$ cat config.mk
export PLATFORM = sky130hd
export DESIGN_NAME = tmr8_timer
export DESIGN_NICKNAME = d
export VERILOG_FILES = /design/src/rtl/tmr8_pkg.sv /design/src/rtl/tmr8_tick_gen.sv /design/src/rtl/tmr8_pin_sync.sv /design/src/rtl/tmr8_prescaler.sv /design/src/rtl/tmr8_timer.sv
export SDC_FILE = /design/constraint.sdc
export NUM_CORES = 1
export LEC_CHECK = 0
export BUFFER_PORTS_ARGS = -buffer_cell sky130_fd_sc_hd__buf_2
export CAP_MARGIN = 20
export CORE_ASPECT_RATIO = 1.1
export CORE_MARGIN = 10
export CORE_UTILIZATION = 38
export CTS_CLUSTER_DIAMETER = 80
export DETAILED_ROUTE_END_ITERATION = 10
export GPL_ROUTABILITY_DRIVEN = 0
export HOLD_SLACK_MARGIN = 0.1
export PLACE_DENSITY = 0.64
export RECOVER_POWER = 50
export SLEW_MARGIN = 30
export SYNTH_ARGS = -nofsm -noshare
export SYNTH_HDL_FRONTEND = slang
export SYNTH_HIERARCHICAL = 1
export SYNTH_SLANG_ARGS = --single-unit
$ cat constraint.sdc
create_clock -name clk -period 2.75 [get_ports clk]
set_clock_uncertainty 0.2 [all_clocks]
set_input_delay 0.1375 -clock clk [delete_from_list [all_inputs] [get_ports clk]]
set_output_delay 0.1375 -clock clk [all_outputs]
set_load 0.01 [all_outputs]
$ cat src/rtl/tmr8_pkg.sv
package tmr8_pkg;
    typedef enum logic [1:0] {
        ST_RUN   = 2'd0,
        ST_SKIP1 = 2'd1,
        ST_SKIP2 = 2'd2
    } tmr_state_t;
endpackage

$ cat src/rtl/tmr8_tick_gen.sv
module tmr8_tick_gen #(
    parameter int DIV_W = 2
) (
    input  logic clk,
    input  logic rst_n,
    input  logic div_long,
    output logic tick
);
    logic [DIV_W-1:0] dcnt;
    logic [DIV_W-1:0] last;

    always_comb begin
        last = div_long ? {DIV_W{1'b1}} : DIV_W'(1);
        tick = (dcnt == last);
    end

    always_ff @(posedge clk or negedge rst_n) begin
        if (!rst_n) begin
            dcnt <= '0;
        end else if (dcnt >= last) begin
            dcnt <= '0;
        end else begin
            dcnt <= dcnt + 1'b1;
        end
    end
endmodule

$ cat src/rtl/tmr8_pin_sync.sv
module tmr8_pin_sync #(
    parameter int STAGES = 2
) (
    input  logic clk,
    input  logic rst_n,
    input  logic pin,
    input  logic edge_fall,
    output logic edge_pulse
);
    logic [STAGES:0] sh;

    always_ff @(posedge clk or negedge rst_n) begin
        if (!rst_n) begin
            sh[0] <= 1'b0;
        end else begin
            sh[0] <= pin;
        end
    end

    for (genvar g = 1; g <= STAGES; g++) begin : g_stage
        always_ff @(posedge clk or negedge rst_n) begin
            if (!rst_n) begin
                sh[g] <= 1'b0;
            end else begin
                sh[g] <= sh[g-1];
            end
        end
    end

    always_comb begin
        if (edge_fall) begin
            edge_pulse = !sh[STAGES-1] && sh[STAGES];
        end else begin
            edge_pulse = sh[STAGES-1] && !sh[STAGES];
        end
    end
endmodule

$ cat src/rtl/tmr8_prescaler.sv
module tmr8_prescaler #(
    parameter int SEL_W = 3,
    localparam int PS_W = 2 ** SEL_W
) (
    input  logic             clk,
    input  logic             rst_n,
    input  logic             clr,
    input  logic             ev_in,
    input  logic             assigned,
    input  logic [SEL_W-1:0] sel,
    output logic             ev_out
);
    logic [PS_W-1:0] pcnt;
    logic [PS_W-1:0] mask;

    always_comb begin
        for (int i = 0; i < PS_W; i++) begin
            mask[i] = (i <= int'(sel));
        end
        if (assigned) begin
            ev_out = ev_in && ((pcnt & mask) == mask);
        end else begin
            ev_out = ev_in;
        end
    end

    always_ff @(posedge clk or negedge rst_n) begin
        if (!rst_n) begin
            pcnt <= '0;
        end else if (clr) begin
            pcnt <= '0;
        end else if (ev_in) begin
            pcnt <= pcnt + 1'b1;
        end
    end
endmodule

$ cat src/rtl/tmr8_timer.sv
module tmr8_timer
    import tmr8_pkg::*;
#(
    parameter int CNT_W       = 8,
    parameter int SEL_W       = 3,
    parameter int SYNC_STAGES = 2
) (
    input  logic             clk,
    input  logic             rst_n,
    input  logic             div_long,
    input  logic             src_ext,
    input  logic             ext_pin,
    input  logic             edge_fall,
    input  logic [SEL_W-1:0] ps_sel,
    input  logic             ps_to_tmr,
    input  logic             wr_en,
    input  logic [CNT_W-1:0] wr_data,
    input  logic             ovf_clr,
    output logic [CNT_W-1:0] count,
    output logic             ovf_flag
);
    tmr_state_t     state, state_nx;
    logic           int_tick;
    logic           pin_ev;
    logic           src_ev;
    logic           inc;
    logic           do_step;
    logic [CNT_W:0] sum;

    tmr8_tick_gen #(.DIV_W(2)) u_tick (
        .clk      (clk),
        .rst_n    (rst_n),
        .div_long (div_long),
        .tick     (int_tick)
    );

    tmr8_pin_sync #(.STAGES(SYNC_STAGES)) u_sync (
        .clk        (clk),
        .rst_n      (rst_n),
        .pin        (ext_pin),
        .edge_fall  (edge_fall),
        .edge_pulse (pin_ev)
    );

    assign src_ev = src_ext ? pin_ev : int_tick;

    tmr8_prescaler #(.SEL_W(SEL_W)) u_ps (
        .clk      (clk),
        .rst_n    (rst_n),
        .clr      (wr_en),
        .ev_in    (src_ev),
        .assigned (ps_to_tmr),
        .sel      (ps_sel),
        .ev_out   (inc)
    );

    always_ff @(posedge clk or negedge rst_n) begin
        if (!rst_n) begin
            state <= ST_RUN;
        end else begin
            state <= state_nx;
        end
    end

    always_comb begin
        state_nx = state;
        unique case (state)
            ST_RUN:   state_nx = ST_RUN;
            ST_SKIP1: if (inc) state_nx = ST_SKIP2;
            ST_SKIP2: if (inc) state_nx = ST_RUN;
            default:  state_nx = ST_RUN;
        endcase
        if (wr_en) begin
            state_nx = ST_SKIP1;
        end
    end

    always_comb begin
        do_step = inc && (state == ST_RUN) && !wr_en;
        sum     = {1'b0, count} + 1'b1;
    end

    always_ff @(posedge clk or negedge rst_n) begin
        if (!rst_n) begin
            count    <= '0;
            ovf_flag <= 1'b0;
        end else begin
            if (wr_en) begin
                count <= wr_data;
            end else if (do_step) begin
                count <= sum[CNT_W-1:0];
            end
            if (do_step && sum[CNT_W]) begin
                ovf_flag <= 1'b1;
            end else if (ovf_clr) begin
                ovf_flag <= 1'b0;
            end
        end
    end
endmodule

==> results of run 1 <==
-- per-stage QoR --
step	total power, µW	hold WS, ns
floorplan	547	-0.358
global placement	588	-0.0453
detailed placement	600	-0.0444
CTS	878	0.126
global route	920	0.158
finish	866	0.141
-- report_power, final --
part           switching, µW  internal [µW]  leakage, µW
clock                    106            147    0.0000279
sequential              38.4            390     0.000305
combinational           84.6           99.9     0.000409
-- final cells by class --
| cell class | instances | area [µm²] | area share, % |
|---|---|---|---|
| clock buffer | 3 | 22.5 | 1.37 |
| clock inverter | 1 | 30.0 | 1.83 |
| inverter | 4 | 15.0 | 0.915 |
| multi-input combinational | 87 | 582 | 35.4 |
| sequential | 24 | 601 | 36.6 |
| tap | 34 | 42.5 | 2.59 |
| timing repair buffer | 49 | 349 | 21.3 |
-- worst paths after layout --
check,slack (ns),from,end
max in group asynchronous,1.18,rst_n,state[0]$_DFFE_PN0P_
hold / removal,0.14,src_ext,u_ps/pcnt[0]$_DFFE_PN0P_
hold reg to reg,0.17,u_sync/sh[0]$_DFF_PN0_,u_sync/sh[1]$_DFF_PN0_
min in group asynchronous,0.41,rst_n,u_ps/pcnt[3]$_DFFE_PN0P_
setup reg to reg,0.25,u_tick/dcnt[1]$_DFF_PN0_,count[6]$_DFFE_PN0P_
setup / recovery,0.24,div_long,count[6]$_DFFE_PN0P_
-- layer usage --
metal | GRT usage, % | vias to the layer above
met5 | 0 | -
met4 | 3.36 | 0
met3 | 3.36 | 4
met2 | 16.6 | 27
met1 | 10.6 | 487
li1 | - | 505
-- state kept, by name, summed over array words and instances (netlist names) --
| register | count |
|---|---|
| count | 8 |
| u_ps/pcnt | 8 |
| u_sync/sh | 3 |
| state | 2 |
| u_tick/dcnt | 2 |
| ovf_flag | 1 |
-- critical path, cell delays in order --
cell                            delay, ns
sky130_fd_sc_hd__dlygate4sd3_1       0.52
sky130_fd_sc_hd__buf_2               0.10
sky130_fd_sc_hd__inv_1               0.03
sky130_fd_sc_hd__ha_1                0.30
sky130_fd_sc_hd__and2_2              0.14
sky130_fd_sc_hd__mux2_2              0.24
sky130_fd_sc_hd__o211a_1             0.23
sky130_fd_sc_hd__nor3b_4             0.39
sky130_fd_sc_hd__nand4_1             0.19
sky130_fd_sc_hd__xor2_1              0.17
sky130_fd_sc_hd__o21ai_1             0.07
-- cell usage in the layout, fill, tap and decap left out, types with 2 or more instances in the layout --
master and instances:
sky130_fd_sc_hd__nand3b_1 2, sky130_fd_sc_hd__mux2i_1 2, sky130_fd_sc_hd__nand4_1 4, sky130_fd_sc_hd__dlygate4sd3_1 21
sky130_fd_sc_hd__o21ai_0 4, sky130_fd_sc_hd__dfrtp_1 24, sky130_fd_sc_hd__xor2_1 12, sky130_fd_sc_hd__ha_1 3
sky130_fd_sc_hd__o21ai_1 6, sky130_fd_sc_hd__xnor2_1 2, sky130_fd_sc_hd__clkbuf_4 3, sky130_fd_sc_hd__and3_1 2
sky130_fd_sc_hd__buf_2 27, sky130_fd_sc_hd__a21oi_1 2, sky130_fd_sc_hd__inv_1 4, sky130_fd_sc_hd__and2_1 2
sky130_fd_sc_hd__nor2_1 10, sky130_fd_sc_hd__nand2_1 14, sky130_fd_sc_hd__nand3_1 4
-- cells by family (layout without fill, tap and decap cells) --
family / count (synthesis) / count (layout)
AO/OA/AOI/OAI: 20 / 20
XOR/XNOR: 14 / 14
AND/OR/NAND/NOR: 47 / 47
flip-flops: 24 / 24
buffers and inverters: 8 / 57
multiplexers: 3 / 3
adder cells (fa/ha/maj): 3 / 3
-- timing repair --
action	CTS	global route
hold buffers	21	0
buffers inserted	0	0
setup endpoints to repair	0	0
endpoints found under the hold margin	43	0
==> impl_metrics.json, run 1 <==
{
  "m1WireLength_um": 1190,
  "final_design_area_no_fill_um2": 1640,
  "holdPathStages": 4,
  "crit_path_end_kind": "flop",
  "drt_wl_total_um": 2780,
  "antenna_found_initial": 0,
  "criticalPathCategory": "input port to flop",
  "cts_buffers": 3,
  "finalSetupTns_ns": 0,
  "timing_max_transition_violations_final": 0,
  "setup_violations": 0,
  "avgViaCountPerCell": 5.06,
  "finalCriticalPeriod_ns": 2.51,
  "clk-insertion-delay-late_ns": 0.31,
  "p_leak_uw": 0.000742,
  "yosys_top_cell_area_share_pct": 49.1,
  "starting_drc_count_in_detailed_routing": 93,
  "synth_simple_gate_area_share_pct": 21.3,
  "synth.avg_cell_area_um2": 10.3,
  "unrepaired_setup_endpoints_after_global_routing": "false",
  "die_h_um": 79.5,
  "synth_top_family_by_area": "simple AND/OR/NAND/NOR gates",
  "synth_warnings": 6,
  "yosysTopAreaCell": "sky130_fd_sc_hd__dfrtp_1",
  "route.top_layer_used": "met4",
  "fp.dieArea_um2": 5890,
  "synthesis.area_um2": 1220,
  "final_cells": 202,
  "cts_resized": 0,
  "number_of_enable_flip_flop_cells_after_synthesis": 0,
  "worst_endpoint_required_time_ns": 2.75,
  "yosysUniqueCellTypes": 37,
  "final_core_util_pct": 53.4,
  "tritoncts": "built",
  "postSynthNetCount": 142,
  "cts.reportedPaths.clkPinSlew_ns": 0.13,
  "timing.critical_path.arrival_ns": 2.51,
  "design.core.area_um2": 3070,
  "top_cells_by_area_synth": "sky130_fd_sc_hd__dfrtp_1 (49%), sky130_fd_sc_hd__xor2_1 (8.6%), sky130_fd_sc_hd__nand2_1 (4.3%)",
  "dpl.cell_count": 177,
  "antenna-diode-count": 0,
  "synthMostInstantiatedCell": "sky130_fd_sc_hd__dfrtp_1",
  "grt.overflow.total": 0,
  "vias": 1023,
  "global_route_wire_length_before_repair_um": 4640,
  "dieWidth_um": 74.1,
  "finalHoldViolations": 0,
  "worst_pin_slew_ns": 1.29,
  "yosys-top-cells-count": "sky130_fd_sc_hd__dfrtp_1 (24), sky130_fd_sc_hd__nand2_1 (14), sky130_fd_sc_hd__xor2_1 (12)",
  "drt-pass1-iter-count": 4,
  "htree_levels": 1,
  "floorplan.initialDensity_pct": 39.8,
  "timing.final.ws_setup_ns": 0.237,
  "run_status": "complete, no violations",
  "post-place-ws_ns": 0.261,
  "timing.hold.worst.class": "input port to flop",
  "drv.max_cap_violation_count": 0,
  "placement_rows": 21,
  "hpwl_um": 2040,
  "drt.antenna.violating_nets": 0,
  "ir_drop_mv": 0.398,
  "syn_inst": 119,
  "met3_wirelength_um": 206,
  "clock_sinks": 24,
  "first_global_vias": 1078,
  "power.density_cell_area_nw_per_um2": 527,
  "cts_max_path_buffers": 2,
  "synth_fa_ha_area_share_pct": 3.07,
  "drt_drc_violations_left": 0,
  "met2RoutedLength_um": 1360,
  "fill_cells": 269,
  "synth_compound_gate_area_share_pct": 10.6,
  "final_nets": 192,
  "synth_sequential_area_ratio_pct": 49.1,
  "worst-path-max-fanout": 8,
  "finalCritPeriodShare_pct": 91.4,
  "grt_start_max_net_pins": 30,
  "io_buffers": 28,
  "area_post_placement_um2": 1380,
  "area_delta_synth_final_pct": 34.2,
  "total_global_routing_track_utilization_pct": 9.64,
  "maxSlewHeadroom_pct": 14.0,
  "boundaryPins": 29,
  "worst_reg2reg_path_depth": 8,
  "synth_seq_cells": 24,
  "synth.mux.area_fraction_pct": 2.56,
  "post_synthesis_async_set_or_reset_flop_share_pct": 100,
  "share_of_post_route_cells_with_drive_strength_above_1_pct": 22.6,
  "setup.worst_path.start_class": "input port",
  "dominantRegCellSynth": "sky130_fd_sc_hd__dfrtp_1",
  "fmaxAchievable_ghz": 0.398,
  "synthXorXnorAreaFrac_pct": 10.0,
  "post_drt_wl_per_cell_um": 13.8,
  "clock-root-buffer": "sky130_fd_sc_hd__clkbuf_4"
}
Power figures use the tool's default switching activity.
==> run 2, diff against run 1 <==
--- a/config.mk
+++ b/config.mk
@@ -5,17 +5,16 @@
 export SDC_FILE = /design/constraint.sdc
 export NUM_CORES = 1
 export LEC_CHECK = 0
-export BUFFER_PORTS_ARGS = -buffer_cell sky130_fd_sc_hd__buf_2
 export CAP_MARGIN = 20
 export CORE_ASPECT_RATIO = 1.1
 export CORE_MARGIN = 10
 export CORE_UTILIZATION = 38
 export CTS_CLUSTER_DIAMETER = 80
 export DETAILED_ROUTE_END_ITERATION = 10
+export DONT_BUFFER_PORTS = 1
 export GPL_ROUTABILITY_DRIVEN = 0
 export HOLD_SLACK_MARGIN = 0.1
-export PLACE_DENSITY = 0.64
-export RECOVER_POWER = 50
+export PLACE_DENSITY = 0.56
 export SLEW_MARGIN = 30
 export SYNTH_ARGS = -nofsm -noshare
 export SYNTH_HDL_FRONTEND = slang
==> constraint.sdc (replaced) <==
create_clock -name clk -period 2.75 [get_ports clk]
set_clock_uncertainty 0.2 [all_clocks]
set_input_delay 0.1375 -clock clk [delete_from_list [all_inputs] [get_ports clk]]
set_output_delay 0.1375 -clock clk [all_outputs]
set_load 0.05 [all_outputs]
==> impl_metrics.json, run 2 (synthesis results as in run 1) <==
{
  "boundaryPins": 29,
  "drt-pass1-iter-count": 4,
  "drv.max_cap_violation_count": 0,
  "floorplan.initialDensity_pct": 39.8,
  "cp_slowest_cell": "sky130_fd_sc_hd__dfrtp_1",
  "worst_pin_slew_ns": 0.903,
  "finalCriticalPeriod_ns": 2.51,
  "placement_rows": 21,
  "timing_max_transition_violations_final": 0,
  "dieWidth_um": 74.1,
  "cts_max_path_buffers": 2,
  "fp.dieArea_um2": 5890,
  "criticalPathCategory": "flop to flop",
  "layout_commonest_cell": "sky130_fd_sc_hd__dfrtp_1",
  "drt.antenna.violating_nets": 0,
  "registers_with_the_most_flip_flops": "count x8, u_ps/pcnt x8, u_sync/sh x3",
  "final_nets": 164,
  "post_cts_buffers": 0,
  "worst-path-max-fanout": 8,
  "critical_path.top_delay_family": "simple AND/OR/NAND/NOR gates",
  "avgViaCountPerCell": 5.40,
  "fmaxAchievable_ghz": 0.398,
  "fill_cells": 273,
  "sequential_cell_area_um2": 601,
  "drt_wl_total_um": 2630,
  "share_of_post_route_cells_with_drive_strength_above_1_pct": 10.7,
  "io_buffers": 0,
  "dpl.cell_count": 151,
  "unrepaired_setup_endpoints_after_global_routing": "false",
  "antenna_found_initial": 0,
  "crit_path_end_kind": "flop",
  "critical-path-max-stage-delay_ns": 0.43,
  "p_leak_uw": 0.000644,
  "htree_levels": 1,
  "setup.worst_path.start_class": "flop",
  "final_cells": 174,
  "global_route_wire_length_before_repair_um": 4480,
  "cts.reportedPaths.clkPinSlew_ns": 0.14,
  "finalHoldViolations": 0,
  "first_global_vias": 982,
  "post_drt_wl_per_cell_um": 15.1,
  "timing.hold.worst.class": "input port to async pin",
  "grt_start_max_net_pins": 29,
  "ir_drop_mv": 0.381,
  "clock_sinks": 24,
  "critical_path_buf_inv_count": 0,
  "finalCritPeriodShare_pct": 91.3,
  "tritoncts": "built",
  "worst_endpoint_required_time_ns": 2.80,
  "power.density_cell_area_nw_per_um2": 545,
  "post-place-ws_ns": 0.273,
  "clock-root-buffer": "sky130_fd_sc_hd__clkbuf_4",
  "vias": 939,
  "timing.final.ws_setup_ns": 0.240,
  "die_h_um": 79.5,
  "maxSlewHeadroom_pct": 39.6,
  "finalSetupTns_ns": 0,
  "most_used_cells_in_the_layout_excluding_fill_and_tap_cells": "sky130_fd_sc_hd__dfrtp_1 (24), sky130_fd_sc_hd__dlygate4sd3_1 (17), sky130_fd_sc_hd__nand2_1 (14)",
  "starting_drc_count_in_detailed_routing": 49,
  "area_delta_synth_final_pct": 22.7,
  "drt_drc_violations_left": 0,
  "design.core.area_um2": 3070,
  "multi_input_comb_area_um2": 582,
  "cts_buffers": 3,
  "cts_hold_buffers": 19,
  "timing.critical_path.arrival_ns": 2.56,
  "grt.overflow.total": 0,
  "clk-insertion-delay-late_ns": 0.31,
  "run_status": "complete, no violations",
  "antenna-diode-count": 0,
  "final_core_util_pct": 48.8,
  "setup_violations": 0,
  "cts_resized": 0,
  "finalHoldWorstSlack_ns": 0.110,
  "hpwl_um": 1890,
  "total_global_routing_track_utilization_pct": 9.29,
  "cp_cell_sequence": "ha_1, and2_2, mux2_2, o211a_1, nor3b_4, nand4_1, xor2_1, o21ai_1"
}
## run 2: where the power goes
group	total [µW]	internal, µW	switching [µW]
Combinational	174	90.7	82.9
Clock	189	80.9	108
Sequential	455	389	66.3
Total	818	561	258
## run 2: area by class of cell
type / instances / share of cell area, %
well taps: 34 / 2.83
inverters: 4 / 1.00
repair buffers: 21 / 15.0
multi-input cells: 87 / 38.7
flip-flops and latches: 24 / 40.0
clock buffers: 4 / 2.42
## run 2: routing by layer
layer	track usage, %	part of all wire, %
met4	3.36	0.65
met3	3.73	9.3
met2	15.7	50
met5	0	0
met1	10.1	40
## run 2: worst min-delay path, delay by kind of cell
kind	cells	cell delay (ns)
buffers and inverters	3	0.85
## run 2: path summary, 6_finish.rpt
kind	end	cells past startpoint	start	slack, ns
worst max-delay path	count[7]$_DFFE_PN0P_	8	u_tick/dcnt[1]$_DFF_PN0_	0.24
worst min-delay path	u_ps/pcnt[3]$_DFFE_PN0P_	3	rst_n	0.11
worst max register to register	count[7]$_DFFE_PN0P_	8	u_tick/dcnt[1]$_DFF_PN0_	0.24
worst min register to register	u_sync/sh[1]$_DFF_PN0_	0	u_sync/sh[0]$_DFF_PN0_	0.17
max in group asynchronous	count[4]$_DFFE_PN0P_	3	rst_n	2.09
min in group clk	u_ps/pcnt[6]$_DFFE_PN0P_	4	wr_en	0.13
## run 2: metrics by stage
stage / total power (µW) / area, µm²
2_1_floorplan: 581 / 1220
3_3_place_gp: 590 / 1250
3_5_place_dp: 597 / 1250
4_1_cts: 826 / 1500
5_1_grt: 865 / 1500
6_report: 818 / 1500
==> run 3, diff against run 2 <==
--- a/config.mk
+++ b/config.mk
@@ -9,6 +9,7 @@
 export CORE_ASPECT_RATIO = 1.1
 export CORE_MARGIN = 10
 export CORE_UTILIZATION = 38
+export CTS_BUF_LIST = sky130_fd_sc_hd__clkbuf_8 sky130_fd_sc_hd__clkbuf_16
 export CTS_CLUSTER_DIAMETER = 80
 export DETAILED_ROUTE_END_ITERATION = 10
 export DONT_BUFFER_PORTS = 1
==> impl_metrics.json, run 3 (synthesis results as in run 1) <==
{
  "run_status": "complete, no violations",
  "timing_max_transition_violations_final": 0,
  "p_leak_uw": 0.000642,
  "drt_wl_total_um": 2670,
  "global_route_wire_length_before_repair_um": 4490,
  "maxSlewHeadroom_pct": 39.1,
  "timing.critical_path.arrival_ns": 2.45,
  "critical_path_buf_inv_count": 2,
  "final_nets": 161,
  "drt_drc_violations_left": 0,
  "setup.worst_path.start_class": "input port",
  "design.core.area_um2": 3070,
  "worst-path-max-fanout": 8,
  "crit_path_end_kind": "flop",
  "floorplan.initialDensity_pct": 39.8,
  "layout_commonest_cell": "sky130_fd_sc_hd__dfrtp_1",
  "cp_cell_sequence": "dlygate4sd3_1, inv_1, ha_1, and2_2, mux2_2, o211a_1, nor3b_4, nand4_1, xor2_1, o21ai_1",
  "antenna-diode-count": 0,
  "power.density_cell_area_nw_per_um2": 586,
  "clock-root-buffer": "sky130_fd_sc_hd__clkbuf_8",
  "vias": 940,
  "fp.dieArea_um2": 5890,
  "cts_buffers": 3,
  "most_used_cells_in_the_layout_excluding_fill_and_tap_cells": "sky130_fd_sc_hd__dfrtp_1 (24), sky130_fd_sc_hd__nand2_1 (14), sky130_fd_sc_hd__dlygate4sd3_1 (14)",
  "finalSetupTns_ns": 0,
  "grt.overflow.total": 0,
  "dieWidth_um": 74.1,
  "finalHoldWorstSlack_ns": 0.101,
  "fmaxAchievable_ghz": 0.398,
  "fin_total_pwr_uw": 873,
  "timing.hold.worst.class": "input port to flop",
  "fill_cells": 270,
  "final_design_area_no_fill_um2": 1490,
  "htree_levels": 1,
  "grt_start_max_net_pins": 29,
  "final_cells": 171,
  "critical_path.top_delay_family": "simple AND/OR/NAND/NOR gates",
  "antenna_found_initial": 0,
  "finalCriticalPeriod_ns": 2.51,
  "tritoncts": "built",
  "boundaryPins": 29,
  "cp_slowest_cell": "sky130_fd_sc_hd__dlygate4sd3_1",
  "finalCritPeriodShare_pct": 91.3,
  "criticalPathCategory": "input port to flop",
  "avgViaCountPerCell": 5.50,
  "share_of_post_route_cells_with_drive_strength_above_1_pct": 10.9,
  "hold_path.startpoint": "ps_to_tmr",
  "cts.reportedPaths.clkPinSlew_ns": 0.09,
  "setup_violations": 0,
  "placement_rows": 21,
  "cts_max_path_buffers": 2,
  "drt.antenna.violating_nets": 0,
  "first_global_vias": 972,
  "post_drt_wl_per_cell_um": 15.6,
  "sequential_cell_area_um2": 601,
  "total_global_routing_track_utilization_pct": 9.51,
  "critical-path-max-stage-delay_ns": 0.52,
  "unrepaired_setup_endpoints_after_global_routing": "false",
  "clock_sinks": 24,
  "drt-pass1-iter-count": 4,
  "post_cts_buffers": 0,
  "area_post_placement_um2": 1250,
  "dpl.cell_count": 151,
  "rr_startpoint": "u_tick/dcnt[1]$_DFF_PN0_",
  "clk-insertion-delay-late_ns": 0.27,
  "worst_endpoint_required_time_ns": 2.69,
  "die_h_um": 79.5,
  "drv.max_cap_violation_count": 0,
  "area_delta_synth_final_pct": 21.8,
  "starting_drc_count_in_detailed_routing": 45,
  "finalHoldViolations": 0,
  "multi_input_comb_area_um2": 582,
  "ir_drop_mv": 0.356,
  "registers_with_the_most_flip_flops": "count x8, u_ps/pcnt x8, u_sync/sh x3",
  "worst_pin_slew_ns": 0.910,
  "hpwl_um": 1890,
  "crit_start": "div_long",
  "io_buffers": 0
}
-- run 3: cell count changes in the layout (fill, tap and decap cells not counted) --
cell	delta
sky130_fd_sc_hd__clkbuf_4	-3
sky130_fd_sc_hd__clkbuf_8	+3
sky130_fd_sc_hd__dlygate4sd3_1	-3
-- run 3: stage by stage --
stage                     util (%)  worst slack (ns)
after floorplan                  -             0.490
after CTS                     48.5             0.225
after global routing          48.5            0.0345
after detailed placement      40.8             0.273
final                         48.5             0.239
after global placement        40.8             0.350
-- run 3: layout make-up --
class                      instances  share of cell area, %
clock buffer                       4                   3.69
inverter                           4                   1.01
multi-input combinational         87                   39.0
sequential                        24                   40.3
tap                               34                   2.85
timing repair buffer              18                   13.1
-- run 3: path summary, 6_finish.rpt --
kind / endpoint / slack, ns / depth (start not counted)
setup / recovery: count[7]$_DFFE_PN0P_ / 0.24 / 10
hold / removal: state[1]$_DFFE_PN0P_ / 0.10 / 4
setup reg to reg: count[7]$_DFFE_PN0P_ / 0.25 / 8
hold reg to reg: u_sync/sh[1]$_DFF_PN0_ / 0.16 / 0
max in group asynchronous: count[4]$_DFFE_PN0P_ / 2.04 / 3
min in group asynchronous: u_ps/pcnt[3]$_DFFE_PN0P_ / 0.16 / 3
-- run 3: timing repair --
action / 4_1_cts / 5_1_grt
endpoints found under the setup margin: 0 / 0
hold endpoints to repair: 45 / 0
hold buffers: 16 / 0
resized for setup: 0 / 0
-- run 3: power breakdown --
group	switching [µW]	leakage, µW	internal [µW]
sequential	66.3	0.000305	389
combinational	82.2	0.000308	86.8
clock	121	0.0000288	128
total	269	0.000642	604
-- run 3: worst reg2reg max path, cell delays in order (launching register included) --
cell                      delay [ns]
sky130_fd_sc_hd__dfrtp_1        0.41
sky130_fd_sc_hd__ha_1           0.32
sky130_fd_sc_hd__and2_2         0.14
sky130_fd_sc_hd__mux2_2         0.24
sky130_fd_sc_hd__o211a_1        0.23
sky130_fd_sc_hd__nor3b_4        0.39
sky130_fd_sc_hd__nand4_1        0.19
sky130_fd_sc_hd__xor2_1         0.17
sky130_fd_sc_hd__o21ai_1        0.07
-- run 3: layer usage --
metal / vias up / global-route usage, % / part of all wire (%)
met5: - / 0 / 0
met4: 0 / 4.48 / 1.8
met3: 5 / 4.10 / 8.6
met2: 22 / 15.5 / 49
met1: 467 / 10.3 / 40
li1: 446 / - / -
